`src/rtl/cond_branch_unit.sv`:
```
module cond_branch_unit #(
  parameter int W = 16,
  parameter int NFLAG = 8,
  parameter logic [NFLAG-1:0] LIVE_MASK = 8'h3E,
  localparam int SELW = $clog2(NFLAG)
) (
  input  logic            clk,
  input  logic            rst_n,
  input  logic            req,
  input  logic [NFLAG-1:0] flags,
  input  logic [SELW-1:0] cond_sel,
  input  logic            cond_neg,
  input  logic            is_rel,
  input  logic            is_call,
  input  logic [W-1:0]    operand,
  input  logic [W-1:0]    pc,
  input  logic [W-1:0]    sp,
  output logic            done,
  output logic            taken,
  output logic [W-1:0]    pc_next,
  output logic [W-1:0]    sp_next,
  output logic            stk_we,
  output logic [W-1:0]    stk_addr,
  output logic [W-1:0]    stk_data
);

  logic [NFLAG-1:0] eff_flags;
  logic             go;
  logic [W-1:0]     target;
  logic [W-1:0]     push_addr;

  assign eff_flags = (flags & LIVE_MASK) | NFLAG'(1);
  assign go        = eff_flags[cond_sel] ^ cond_neg;
  assign target    = is_rel ? pc + operand : operand;
  assign push_addr = sp - W'(1);

  always_ff @(posedge clk) begin
    if (!rst_n) begin
      done     <= 1'b0;
      taken    <= 1'b0;
      pc_next  <= '0;
      sp_next  <= '0;
      stk_we   <= 1'b0;
      stk_addr <= '0;
      stk_data <= '0;
    end else begin
      done   <= req;
      taken  <= req & go;
      stk_we <= req & go & is_call;
      if (req) begin
        pc_next  <= go ? target : pc;
        sp_next  <= (go && is_call) ? push_addr : sp;
        stk_addr <= push_addr;
        stk_data <= pc;
      end
    end
  end

endmodule


```
`config.mk`:
```
export PLATFORM = sky130hd
export DESIGN_NAME = cond_branch_unit
export DESIGN_NICKNAME = d
export VERILOG_FILES = /design/src/rtl/cond_branch_unit.sv
export SDC_FILE = /design/constraint.sdc
export NUM_CORES = 1
export LEC_CHECK = 0
export BUFFER_PORTS_ARGS = -buffer_cell sky130_fd_sc_hd__buf_2
export CAP_MARGIN = 20
export CORE_ASPECT_RATIO = 0.9
export CORE_MARGIN = 2
export CORE_UTILIZATION = 38
export DETAILED_ROUTE_END_ITERATION = 10
export PLACE_DENSITY = 0.61
export SETUP_SLACK_MARGIN = 0.3
export SYNTH_ARGS = -nofsm -noshare
export SYNTH_HDL_FRONTEND = slang
export SYNTH_SLANG_ARGS = --single-unit
```
`constraint.sdc`:
```
create_clock -name clk -period 8.53 [get_ports clk]
set_clock_uncertainty 0.2 [all_clocks]
set_input_delay 1.706 -clock clk [delete_from_list [all_inputs] [get_ports clk]]
set_output_delay 1.706 -clock clk [all_outputs]
set_load 0.02 [all_outputs]
```
==> flow_summary.json, run 1 <==
{
  "outcome": "complete, no violations",
  "max_clock_freq_ghz": 0.2595,
  "dp.cells": 692,
  "nets": 657,
  "core.rowCount": 35,
  "required_time_worst_endpoint_ns": 8.57,
  "fin_hold_viols": 0,
  "setup_violations": 0,
  "final_layout_size_suffix_gt1_share_pct": 27.41,
  "r2r_end": "pc_next[14]",
  "grt_pass1_vias": 3487,
  "worst_hold_path_startpoint": "pc_next[3]",
  "postLayoutCoreUtil_pct": 49.53,
  "cp_cell_sequence": "buf_2 -> ha_1 -> fa_1 -> a21o_1 -> a31o_2 -> a211o_1 -> a41oi_1 -> xor2_1 -> a221oi_1",
  "yosys_register_bits": 67,
  "dp.final_hpwl_um": 8069,
  "cpMaxStageDelayCell": "fa_1",
  "vert_die_dim_um": 100.6,
  "critPathKind": "primary input to register",
  "drv_cap": 0,
  "buffer_type_at_the_clock_tree_root": "clkbuf_16",
  "fin_setup_tns_ns": 0,
  "cts_max_path_buffers": 2,
  "synth_seq_area_share_pct": 34.03,
  "avgRoutedWirePerCell_um": 16.09,
  "cellPowerDensity_nw_per_um2": 195.2,
  "grt_use_total_pct": 20.31,
  "critical_path.startpoint": "operand[0]",
  "drt-pass1-iter-count": 4,
  "synth.most_common_cell": "dfxtp_1",
  "endpoint_kind": "register",
  "postPlaceCellArea_sq_um": 4668,
  "worstHoldPathType": "register to register",
  "place_ws_ns": 4.328,
  "finalWeightedCongestion": 0.8672,
  "initial_utilization_pct": 38.79,
  "syn-num-nets": 543,
  "die-width_um": 111.4,
  "cts-htree-levels": 3,
  "route.detailed.vias_per_inst": 5.420,
  "ff2ff_path_depth": 3,
  "tritoncts_buffer_count": 9,
  "ys_async_sr_fraction_pct": 0,
  "cts_stage_hold_buffer_count": 0,
  "place.port_buffers": 128,
  "cts_tree": "done",
  "setup.worst_path.start_class": "primary input",
  "wl_um": 11410,
  "antenna_cells": 0,
  "r2r_setup_slack_ns": 7.44,
  "core_region_area_sq_um": 10160,
  "drt_iter0_drc": 237,
  "synth_commonest_cells": "67 x dfxtp_1, 47 x nor2_1, 37 x a21oi_1, 37 x o21ai_0, 26 x clkbuf_1",
  "synthDominantCellAreaShare_pct": 34.03,
  "cts_setup_buffers": 0,
  "syn_avg_cell_area_sq_um": 8.549,
  "post-route-cell-area_sq_um": 5032,
  "timing.critical_path.arrival_ns": 3.89,
  "grt_first_pass_wirelength_um": 18260,
  "netlist_top_cells_area": "dfxtp_1 34%, ha_1 5.1%, mux2i_1 4.8%",
  "dr_total_vias": 3843,
  "die_area_sq_um": 11200,
  "tightest_slew_ns": 0.7427,
  "rsz_0062_raised_after_global_routing": "no",
  "grt_start_max_net_pins": 111,
  "power.leakage_nw": 2.225,
  "path_max_fanout": 4,
  "power.total_mw": 0.9821,
  "post-synth-top-area-cell": "dfxtp_1",
  "yosysWarnings": 0,
  "period_share_pct": 45.18,
  "slew_headroom_pct": 50.31,
  "endpoint_of_the_worst_hold_path": "pc_next[3]",
  "synth_edf_count": 0,
  "worstReg2RegStart": "pc_next[14]",
  "critPathMaxStageDelay_ns": 0.42,
  "worstSkewPairLatency_ns": 0.33,
  "synth_cell_types": 54,
  "final.setup.worst_slack_ns": 4.676,
  "synth_ff_type": "dfxtp_1",
  "clkTransAtPathRegs_ns": 0.06,
  "layout.cells.non_filler": 709,
  "ir_drop_mv": 0.1020,
  "clkSinkCount": 67,
  "mappedNetlistArea_sq_um": 3941,
  "antenna_found_initial": 0,
  "drt_drc_violations_left": 0,
  "finalCriticalPeriod_ns": 3.854,
  "total_of_cells_resized_after_clock_tree_synthesis": 0,
  "finalMaxSlewViolations": 0,
  "number_of_stages_on_the_worst_hold_path": 2,
  "boundaryPins": 132,
  "area_growth_pct": 27.68,
  "grt-ovfl-total": 0,
  "hold_slack_ns": 0.2704,
  "ant_nets": 0,
  "cell_count_after_synthesis": 461
}
## flip-flops by register name, indices dropped and copies added, names as in the netlist
| name | cells |
|---|---|
| pc_next | 16 |
| sp_next | 16 |
| stk_addr | 16 |
| stk_data | 16 |
| done | 1 |
| stk_we | 1 |
| taken | 1 |
## how the worst max path moves through the flow
stage	endpoint	slack, ns
finish	pc_next[12]	4.68
CTS	pc_next[12]	4.67
detailed placement	pc_next[12]	4.33
global route	pc_next[12]	4.52
global placement	pc_next[12]	4.37
floorplan	pc_next[14]	4.64
## metal layers
| metal | GRT usage [%] | vias up | part of all wire, % |
|---|---|---|---|
| met1 | 29.53 | 1799 | 50 |
| met5 | 0 | - | 0 |
| li1 | - | 1943 | - |
| met3 | 4.390 | 10 | 5.1 |
| met2 | 29.92 | 91 | 44 |
| met4 | 6.648 | 0 | 0.97 |
## area by class of cell
class,instances,area [sq um]
Fill cell,993,5127
Sequential cell,67,1341
Multi-Input combinational cell,356,2462
Inverter,8,30.03
Clock inverter,5,83.83
Clock buffer,11,252.7
Timing Repair Buffer,133,700.7
Tap cell,129,161.4
## critical path: cells and delay by family
| family | cells | cell delay [ns] |
|---|---|---|
| xor gates and xnor gates | 1 | 0.10 |
| AOI/OAI and AO/OA | 5 | 1.32 |
| adders and majority gates | 2 | 0.65 |
| buffers and inverters | 1 | 0.11 |
## where the power goes
part	internal (mW)	switching, mW	leakage, nW
Sequential	0.336	0.0107	0.555
Clock	0.273	0.146	0.158
Combinational	0.0817	0.134	1.51
## cell families after synthesis
| logic type | count (synthesis) | share of synthesized area (%) |
|---|---|---|
| compound gates | 156 | 25.91 |
| simple gates | 126 | 17.36 |
| flops | 67 | 34.03 |
| buf+inv | 38 | 3.714 |
| xor+xnor | 36 | 8.000 |
| mux | 21 | 5.397 |
| fa+ha+maj | 17 | 5.587 |
## cells in the final DEF (no fill, tap or decap), types with 18 or more instances in the layout
| cell | netlist | routed |
|---|---|---|
| xor2_1 | 18 | 18 |
| nor2_1 | 47 | 47 |
| xnor2_1 | 18 | 18 |
| a21oi_1 | 37 | 37 |
| mux2i_1 | 19 | 19 |
| buf_2 | 3 | 127 |
| o211ai_1 | 18 | 18 |
| dfxtp_1 | 67 | 67 |
| o21ai_0 | 37 | 37 |
| a211oi_1 | 23 | 23 |
No activity file was read; power rests on OpenSTA's default activity.
==> run 2, diff against run 1 <==
Clock period 8.53 ns to 3.55 ns, I/O delays scaled along.
==> flow_summary.json, run 2 (same netlist as run 1, synthesis figures left out) <==
{
  "worstHoldPathType": "register to register",
  "grt_pass1_vias": 3553,
  "mostFrequentLayoutCells": "127 x buf_2, 67 x dfxtp_1, 47 x nor2_1, 37 x a21oi_1, 37 x o21ai_0",
  "route.detailed.vias_per_inst": 5.396,
  "fin_setup_tns_ns": 0,
  "total_switching_power_mw": 0.6848,
  "fin_hold_viols": 0,
  "dr_total_vias": 3869,
  "rsz_0062_raised_after_global_routing": "no",
  "clkTransAtPathRegs_ns": 0.06,
  "nets": 664,
  "grt_use_total_pct": 19.45,
  "ff2ff_path_depth": 3,
  "clkSinkCount": 67,
  "fillers": 1021,
  "initial_utilization_pct": 38.79,
  "total_internal_power_mw": 1.626,
  "finalCriticalPeriod_ns": 2.857,
  "tightest_slew_ns": 0.5585,
  "tritoncts_buffer_count": 9,
  "endpoint_kind": "register",
  "grt_use_met1_pct": 28.49,
  "drv_cap": 0,
  "vert_die_dim_um": 100.6,
  "avgRoutedWirePerCell_um": 15.69,
  "finalMaxSlewViolations": 0,
  "antenna_found_initial": 1,
  "switching_power_as_a_share_of_total_power_pct": 29.64,
  "number_of_stages_on_the_worst_hold_path": 2,
  "buffer_type_at_the_clock_tree_root": "clkbuf_16",
  "power.share.combinational_pct": 22.7,
  "dp.final_hpwl_um": 8418,
  "ant_nets": 0,
  "grt_first_pass_wirelength_um": 17860,
  "drt_iter0_drc": 159,
  "core.rowCount": 35,
  "drt_drc_violations_left": 0,
  "cts_stage_hold_buffer_count": 0,
  "grt.met2_usage_pct": 29.27,
  "grt_util_met3_pct": 4.390,
  "busiest_layer_in_global_routing": "met2",
  "total_of_cells_resized_after_clock_tree_synthesis": 0,
  "timing.critical_path.arrival_ns": 2.88,
  "grt_start_max_net_pins": 49,
  "cts_max_path_buffers": 2,
  "die-width_um": 111.4,
  "boundaryPins": 132,
  "layout.cells.most_common": "buf_2",
  "outcome": "complete, no violations",
  "required_time_worst_endpoint_ns": 3.57,
  "cts_setup_buffers": 0,
  "area_growth_pct": 28.10,
  "power.share.clock_pct": 41.2,
  "slew_headroom_pct": 62.42,
  "die_area_sq_um": 11200,
  "grt-ovfl-total": 0,
  "core_region_area_sq_um": 10160,
  "drt-pass1-iter-count": 4,
  "cellPowerDensity_nw_per_um2": 457.7,
  "path_max_fanout": 4,
  "period_share_pct": 80.49,
  "cts-htree-levels": 3,
  "wl_um": 11250,
  "place.port_buffers": 128,
  "ir_drop_mv": 0.2855,
  "post-route-cell-area_sq_um": 5049,
  "finalWeightedCongestion": 0.8944,
  "power.sequential.fraction_pct": 36.1,
  "critPathKind": "primary input to register",
  "final_layout_size_suffix_gt1_share_pct": 28.11,
  "setup.worst_path.start_class": "primary input",
  "power.leakage_nw": 2.242,
  "cts_tree": "done",
  "postPlaceCellArea_sq_um": 4728,
  "setup_violations": 0,
  "max_clock_freq_ghz": 0.3500,
  "worstSkewPairLatency_ns": 0.31
}
[run 2: final cells by class]
cell class / instances / area, sq um / share of cell area, %
clock buffers: 10 / 229.0 / 4.535
clock inverters: 6 / 88.84 / 1.760
diodes: 1 / 2.502 / 0.04957
flip-flops and latches: 67 / 1341 / 26.57
multi-input cells: 356 / 2462 / 48.77
well taps: 129 / 161.4 / 3.197
inverters: 8 / 30.03 / 0.5948
repair buffers: 140 / 733.2 / 14.52
[run 2: metrics by stage]
step	setup slack, ns	std cells	util (%)	total power [mW]	hold slack (ns)
floorplan	0.6568	461	-	1.184	0.3478
global placement	0.3874	700	46.54	1.365	0.2622
detailed placement	0.3463	700	46.54	1.372	0.2690
CTS	0.6727	716	49.67	2.331	0.2775
global route	0.5753	717	49.69	2.417	0.3061
finish	0.6926	717	49.69	2.311	0.2738
[run 2: path summary, 6_finish.rpt]
check / startpoint / end / slack [ns]
max: operand[0] / pc_next[12] / 0.69
min: pc_next[3] / pc_next[3] / 0.27
max reg2reg: pc_next[14] / pc_next[14] / 2.51
min reg2reg: pc_next[3] / pc_next[3] / 0.27
[run 2: critical path: stages]
cell,delay (ns)
buf_2,0.11
ha_1,0.22
fa_1,0.41
a21o_1,0.19
a31o_2,0.26
a211o_1,0.35
a41oi_1,0.26
xor2_1,0.10
a221oi_1,0.25
[run 2: power by group through the flow]
stage          Clock (mW)  Sequential, mW  Combinational, mW
6_report            0.952           0.834              0.525
5_1_grt              1.00           0.840              0.577
4_1_cts             0.972           0.834              0.525
3_5_place_dp            0           0.850              0.522
3_3_place_gp            0           0.848              0.517
2_1_floorplan           0           0.917              0.267
[run 2: routing by layer]
metal  vias to the layer above  wire (um)
li1                       1950          -
met1                      1808       5641
met2                       103       4869
met3                         8        637
met4                         0        100
met5                         -          0
==> run 3, diff against run 2 <==
Settings changed: PLACE_DENSITY 0.61 to 0.63.
Clock period 3.55 ns to 2.35 ns, I/O delays scaled along.
==> flow_summary.json, run 3 (same netlist as run 1, synthesis figures left out) <==
{
  "antenna_cells": 0,
  "slew_headroom_pct": 69.77,
  "die_area_sq_um": 11200,
  "vert_die_dim_um": 100.6,
  "core.rowCount": 35,
  "power.share.combinational_pct": 30.4,
  "area_taken_by_flip_flops_and_latches_sq_um": 1341,
  "power.share.clock_pct": 34.9,
  "die-width_um": 111.4,
  "layout.cells.most_common": "buf_2",
  "drv_cap": 0,
  "rsz_0062_raised_after_global_routing": "yes",
  "setup.worst_path.start_class": "primary input",
  "ant_nets": 0,
  "setup_violations": 3,
  "grt_pass1_vias": 4190,
  "r2r_setup_slack_ns": 1.26,
  "endpoint_of_the_worst_hold_path": "stk_data[1]",
  "total_internal_power_mw": 2.445,
  "route.detailed.vias_per_inst": 5.382,
  "tightest_slew_ns": 0.4529,
  "outcome": "finished with violations",
  "finalMaxSlewViolations": 0,
  "worstSkewPairLatency_ns": 0.33,
  "final.setup.worst_slack_ns": -0.04482,
  "power.total_mw": 3.642,
  "finalCriticalPeriod_ns": 2.395,
  "drt_drc_violations_left": 0,
  "postLayoutCoreUtil_pct": 61.61,
  "post-route-cell-area_sq_um": 6260,
  "required_time_worst_endpoint_ns": 2.39,
  "power.leakage_nw": 2.815,
  "period_share_pct": 101.9,
  "grt-ovfl-total": 0,
  "clkTransAtPathRegs_ns": 0.06,
  "cts-htree-levels": 3,
  "place.port_buffers": 128,
  "worstReg2RegStart": "pc_next[14]",
  "power.sequential.fraction_pct": 34.7,
  "grt_use_total_pct": 22.57,
  "postPlaceCellArea_sq_um": 5401,
  "fillers": 895,
  "clkSinkCount": 67,
  "critical_path.startpoint": "operand[0]",
  "max_clock_freq_ghz": 0.4176,
  "critPathKind": "primary input to register",
  "hold_slack_ns": 0.2457,
  "area_growth_pct": 58.83,
  "avgRoutedWirePerCell_um": 16.58,
  "dp.final_hpwl_um": 9362,
  "final_layout_size_suffix_gt1_share_pct": 46.54,
  "drt-pass1-iter-count": 4,
  "place_ws_ns": -0.4363,
  "buffer_type_at_the_clock_tree_root": "clkbuf_16",
  "total_switching_power_mw": 1.197,
  "cts_stage_hold_buffer_count": 0,
  "violations": "setup timing",
  "switching_power_as_a_share_of_total_power_pct": 32.88,
  "fin_hold_viols": 0,
  "r2r_end": "pc_next[14]",
  "worst_hold_path_startpoint": "pc[1]",
  "ff2ff_path_depth": 3,
  "antenna_found_initial": 0,
  "mostFrequentLayoutCells": "120 x buf_2, 80 x buf_4, 67 x dfxtp_1, 43 x nor2_1, 29 x o21ai_0",
  "cts_tree": "done",
  "grt_first_pass_wirelength_um": 20620,
  "cellPowerDensity_nw_per_um2": 581.8,
  "nets": 756,
  "finalWeightedCongestion": 0.8836,
  "path_max_fanout": 4,
  "worstHoldPathType": "primary input to register",
  "ir_drop_mv": 0.2957,
  "core_region_area_sq_um": 10160,
  "dr_total_vias": 4349,
  "cts_max_path_buffers": 2,
  "wl_um": 13400,
  "grt_start_max_net_pins": 37,
  "initial_utilization_pct": 38.79,
  "tritoncts_buffer_count": 9,
  "drt_iter0_drc": 252,
  "area_of_the_multi_input_gates_sq_um": 2861,
  "number_of_stages_on_the_worst_hold_path": 3,
  "endpoint_kind": "register",
  "boundaryPins": 132,
  "timing.critical_path.arrival_ns": 2.44
}
[run 3: changes by cell type in the layout (fill, tap and decap cells not counted), moves of 6 or more]
| cell | change |
|---|---|
| buf_2 | -7 |
| buf_4 | +67 |
| a21oi_2 | +7 |
| a21oi_1 | -10 |
| buf_6 | +27 |
| xnor2_2 | +6 |
| o21ai_0 | -8 |
| ha_1 | -6 |
| ha_4 | +6 |
| xnor2_1 | -6 |
[run 3: power by group through the flow]
stage	combinational, mW	sequential [mW]	clock [mW]
2_1_floorplan	0.450	1.39	0
3_3_place_gp	0.917	1.28	0
3_5_place_dp	0.934	1.29	0
4_1_cts	0.983	1.26	1.28
5_1_grt	1.19	1.27	1.34
6_report	1.11	1.26	1.27
[run 3: repair_timing]
item / 4_1_cts / 5_1_grt
endpoints found under the hold margin: 0 / 0
cloned: 0 / 1
endpoints found under the setup margin: 26 / 36
gates resized for setup: 30 / 57
pin swaps: 21 / 45
setup buffers: 5 / 22
[run 3: critical path, stage by stage]
cell and delay [ns]:
buf_8 0.10, ha_4 0.16, fa_2 0.36, a21o_1 0.21, a31o_4 0.25, a211o_4 0.36
a41oi_2 0.17, xor2_1 0.11, a221oi_2 0.24
[run 3: stage by stage]
step	instances	setup TNS, ns
floorplan	461	-0.3775
global placement	764	-3.315
detailed placement	764	-3.991
CTS	785	-0.08315
global route	808	-0.3512
finish	808	-0.1153
[run 3: worst max-delay path by stage]
stage / endpoint / slack, ns
finish: pc_next[12] / -0.04
global route: pc_next[15] / -0.08
CTS: pc_next[12] / -0.05
detailed placement: pc_next[14] / -0.44
global placement: pc_next[14] / -0.39
floorplan: pc_next[14] / -0.18
[run 3: layout make-up]
type                            count  area share, %
Clock buffer                        9          3.598
Clock inverter                      7         0.7995
Inverter                            8         0.5597
Multi-Input combinational cell    356          45.71
Sequential cell                    67          21.43
Tap cell                          129          2.578
Timing Repair Buffer              232          25.32
[run 3: routing by layer]
metal	wire length [um]	share of wire (%)	vias up	global-route usage, %
li1	-	-	2136	-
met1	6141	46	2075	30.51
met2	6307	47	129	36.91
met3	843	6.3	9	5.352
met4	107	0.80	0	5.223
met5	0	0	-	0
